**config.mk**
```make
export PLATFORM = sky130hd
export DESIGN_NAME = intx_ctl_unit
export DESIGN_NICKNAME = d
export VERILOG_FILES = /design/src/rtl/intx_pkg.sv /design/src/rtl/intx_status_bank.sv /design/src/rtl/intx_cfg_store.sv /design/src/rtl/intx_irq_merge.sv /design/src/rtl/intx_ctl_unit.sv
export SDC_FILE = /design/constraint.sdc
export NUM_CORES = 1
export LEC_CHECK = 0
export ABC_AREA = 1
export BUFFER_PORTS_ARGS = -buffer_cell sky130_fd_sc_hd__buf_2
export CORE_MARGIN = 2
export CORE_UTILIZATION = 46
export CTS_BUF_LIST = sky130_fd_sc_hd__clkbuf_8 sky130_fd_sc_hd__clkbuf_16
export CTS_CLUSTER_DIAMETER = 60
export DETAILED_ROUTE_END_ITERATION = 6
export GPL_TIMING_DRIVEN = 0
export PLACE_DENSITY = 0.84
export SLEW_MARGIN = 25
export SYNTH_ARGS = -nofsm -noshare
export SYNTH_HDL_FRONTEND = slang
export SYNTH_HIERARCHICAL = 1
export SYNTH_SLANG_ARGS = --single-unit
```
**constraint.sdc**
```tcl
create_clock -name clk -period 2.35 [get_ports clk]
set_input_delay 0.705 -clock clk [delete_from_list [all_inputs] [get_ports clk]]
set_output_delay 0.705 -clock clk [all_outputs]
set_load 0.01 [all_outputs]
```
**src/rtl/intx_pkg.sv**
```systemverilog
package intx_pkg;
  localparam int REG_W    = 32;
  localparam int NLINE    = 4;
  localparam int STAT_LSB = 28;
  localparam int EN_LSB   = 22;
  localparam int LANES    = REG_W / 8;
  // bits that hold plain storage; status and reserved bits are excluded
  localparam logic [REG_W-1:0] CFG_RW_MASK = 32'h0FFF_7F0F;
endpackage

```
**src/rtl/intx_status_bank.sv**
```systemverilog
module intx_status_bank #(
  parameter int N = 4
) (
  input  logic         clk,
  input  logic         rst_n,
  input  logic [N-1:0] line_in,
  input  logic [N-1:0] ack,
  output logic [N-1:0] status
);
  logic [N-1:0] status_d;

  for (genvar i = 0; i < N; i++) begin : g_bit
    // acknowledge wins for one edge; a high line sets the bit again next edge
    always_comb begin
      if (ack[i]) status_d[i] = 1'b0;
      else        status_d[i] = status[i] | line_in[i];
    end

    always_ff @(posedge clk or negedge rst_n) begin
      if (!rst_n) status[i] <= 1'b0;
      else        status[i] <= status_d[i];
    end
  end
endmodule

```
**src/rtl/intx_cfg_store.sv**
```systemverilog
module intx_cfg_store #(
  parameter int               W    = 32,
  parameter logic [W-1:0]     MASK = '1
) (
  input  logic           clk,
  input  logic           rst_n,
  input  logic           wr,
  input  logic [W/8-1:0] be,
  input  logic [W-1:0]   wdata,
  output logic [W-1:0]   q
);
  localparam int NL = W / 8;

  logic [W-1:0]  q_d;
  logic [NL-1:0] lane_en;

  for (genvar b = 0; b < NL; b++) begin : g_lane
    assign lane_en[b] = wr & be[b];

    always_comb begin
      q_d[b*8 +: 8] = wdata[b*8 +: 8] & MASK[b*8 +: 8];
    end

    always_ff @(posedge clk or negedge rst_n) begin
      if (!rst_n)            q[b*8 +: 8] <= 8'h00;
      else if (lane_en[b])   q[b*8 +: 8] <= q_d[b*8 +: 8];
    end
  end
endmodule

```
**src/rtl/intx_irq_merge.sv**
```systemverilog
module intx_irq_merge #(
  parameter int N = 4
) (
  input  logic         clk,
  input  logic         rst_n,
  input  logic [N-1:0] status,
  input  logic [N-1:0] enable,
  output logic         irq_out
);
  logic irq_d;

  always_comb begin
    irq_d = |(status & enable);
  end

  always_ff @(posedge clk or negedge rst_n) begin
    if (!rst_n) irq_out <= 1'b0;
    else        irq_out <= irq_d;
  end
endmodule

```
**src/rtl/intx_ctl_unit.sv**
```systemverilog
module intx_ctl_unit
  import intx_pkg::*;
(
  input  logic             clk,
  input  logic             rst_n,
  input  logic             reg_wr,
  input  logic [LANES-1:0] reg_be,
  input  logic [REG_W-1:0] reg_wdata,
  output logic [REG_W-1:0] reg_rdata,
  input  logic [NLINE-1:0] line_in,
  output logic             irq_out
);
  localparam int STAT_LANE = STAT_LSB / 8;

  // reset: asserted at once, released after two edges
  logic [1:0] rst_pipe;
  logic       rst_q_n;

  always_ff @(posedge clk or negedge rst_n) begin
    if (!rst_n) rst_pipe <= 2'b00;
    else        rst_pipe <= {rst_pipe[0], 1'b1};
  end
  assign rst_q_n = rst_pipe[1];

  logic [NLINE-1:0] ack;
  logic [NLINE-1:0] status;
  logic [REG_W-1:0] cfg_q;
  logic [NLINE-1:0] enable;

  always_comb begin
    if (reg_wr && reg_be[STAT_LANE]) ack = reg_wdata[STAT_LSB +: NLINE];
    else                             ack = '0;
  end

  intx_status_bank #(.N(NLINE)) u_status (
    .clk     (clk),
    .rst_n   (rst_q_n),
    .line_in (line_in),
    .ack     (ack),
    .status  (status)
  );

  intx_cfg_store #(.W(REG_W), .MASK(CFG_RW_MASK)) u_cfg (
    .clk   (clk),
    .rst_n (rst_q_n),
    .wr    (reg_wr),
    .be    (reg_be),
    .wdata (reg_wdata),
    .q     (cfg_q)
  );

  assign enable = cfg_q[EN_LSB +: NLINE];

  intx_irq_merge #(.N(NLINE)) u_merge (
    .clk     (clk),
    .rst_n   (rst_q_n),
    .status  (status),
    .enable  (enable),
    .irq_out (irq_out)
  );

  always_comb begin
    reg_rdata = cfg_q;
    reg_rdata[STAT_LSB +: NLINE] = status;
  end
endmodule

```
==> run metrics <==
initial antenna violation count 0; slew margin rel. 0.613; r2r setup slk 1.64 ns; DRC 0; Worst IR Drop VDD 0.000554 V; PwrDens 704 mW/mm2; fmax 659 MHz; Avg Inst Size Synth 8.95 um2; core area 0.00254 mm2; Ys Warns 6; Ant. Diodes 0; layout cells sized above 1 0.384; Mapped Area 0.00126 mm2; crit path max fanout 3; R2R Path Start u_cfg/q[24]$_DFFE_PN0P_; Tightest Hold Check Type in -> async; critical path data arrival time 0.81 ns; DR WL/cell 11.1 um; clock skew 0.00619 ns; number of global-route vias before repair 1029; WP buf/inv 1; CTS sink cnt 30; Clk Latency, worst-skew pair 0.28 ns; Crit Path Class reg -> out; Area Growth Syn to Fin 35.6%; Critical path origin u_cfg/q[24]$_DFFE_PN0P_; Post-CTS Setup Inserts 0; Max stage delay on crit path 0.39 ns; HPWL Detailed 2.11 mm; Final Hold Vio Count 0; final setup vio count 0; TritonCTS buffer count 5; Tmin final 1.52 ns; DR pass1 iterations 4; die width 56.4 um; element type at the critical path end output port; largest net degree at the start of global routing 29; Initial DRC Count 36; Total Wirelength 2.73 mm; Min Hold Slack 0.199 ns; Final Max Slew Viols 0; TNS Setup 0 ns; RSZ-0062 raised after global routing no; Routed Antenna Nets 0; global-route wire length before repair 4.48 mm; CP required 1.64 ns; Die H 56.4 um; post-CTS resize count 0; via-per-instance ratio 4.50; Reg clk slew, reported paths 0.06 ns; CP Launch Type flip-flop; Critical Path Sink reg_rdata[24]; Post-Synthesis Cells 141; Design Power 1.21 mW; # Max-Cap Violations 0; final net count 258; row count 18; slowest CP cell dfrtp_1; R2R cell count 4; Static Leak 1.02 nW; Crit path depth 1; CTS tree done; Root Driver clkbuf_8; port buffer count 63; # IOs 76; routed vias 1108; hold_buf cts 0; htree depth 2; worst r2r dst u_merge/irq_out$_DFF_PN0_; Initial Utilization 0.496; die area 0.00318 mm2; CP Cell Sequence buf_2; gr ovfl total 0; clk buf depth 2; GP Congestion 0.749; Final Cycle Share 0.646; CP top delay family flip-flops; Worst Tran Pin Value 0.580 ns; status finished, final reports clean; total track usage 0.184
## power by group
part           switching, mW  internal [mW]
registers             0.0407          0.577
clock network          0.166          0.196
logic                  0.122          0.103
total                  0.329          0.877
## worst min path at each step
stage,start,cells after the start,endpoint
finish,rst_n,1,rst_pipe[1]$_DFF_PN0_
global route,rst_n,1,rst_pipe[1]$_DFF_PN0_
CTS,rst_n,1,rst_pipe[0]$_DFF_PN0_
detailed placement,rst_pipe[1]$_DFF_PN0_,0,u_cfg/q[21]$_DFFE_PN0P_
global placement,rst_pipe[0]$_DFF_PN0_,0,rst_pipe[1]$_DFF_PN0_
floorplan,rst_pipe[0]$_DFF_PN0_,0,rst_pipe[1]$_DFF_PN0_
## worst register-to-register path, stage by stage (launching register included)
cell     delay, ns
dfrtp_1       0.39
nand2_1       0.07
nand2_1       0.05
inv_1         0.06
nand2_1       0.05
## sequential cells by signal (all words and copies together), names as in the netlist
name	cells
u_status/status	4
rst_pipe	2
u_cfg/q	23
u_merge/irq_out	1
## cell usage in the layout (no fill, tap or decap)
master / count
buf_4: 6
clkbuf_8: 5
inv_1: 9
conb_1: 6
nand2_1: 55
buf_2: 64
dfrtp_2: 1
dfrtp_1: 29
buf_8: 2
nand3_1: 22
buf_6: 1
nand2_2: 3
nor2_1: 12
nand3_2: 1
## layer usage
layer	global-route usage	vias up	wire length (um)
met1	0.220	483	1190
met2	0.299	45	1290
met4	0.0714	0	44
li1	-	575	-
met5	0	-	0
met3	0.0691	5	204
## stage by stage
stage / util / area, um2 / worst slack (ns) / std cells
4_1_cts: 0.673 / 1710 / 0.819 / 246
2_1_floorplan: - / 1280 / 1.18 / 145
5_1_grt: 0.673 / 1710 / 0.791 / 246
3_5_place_dp: 0.641 / 1630 / 0.963 / 238
3_3_place_gp: 0.641 / 1630 / 1.01 / 238
6_report: 0.673 / 1710 / 0.833 / 246
## cell type report
| class | instances | area (um2) |
|---|---|---|
| inverters | 6 | 22.5 |
| well taps | 30 | 37.5 |
| repair buffers | 63 | 315 |
| clock buffers | 5 | 68.8 |
| clock inverters | 3 | 11.3 |
| plain buffers | 10 | 91.3 |
| flip-flops and latches | 30 | 752 |
| multi-input cells | 99 | 413 |
| fillers | 230 | 833 |
No activity file was read; power rests on OpenSTA's default activity.
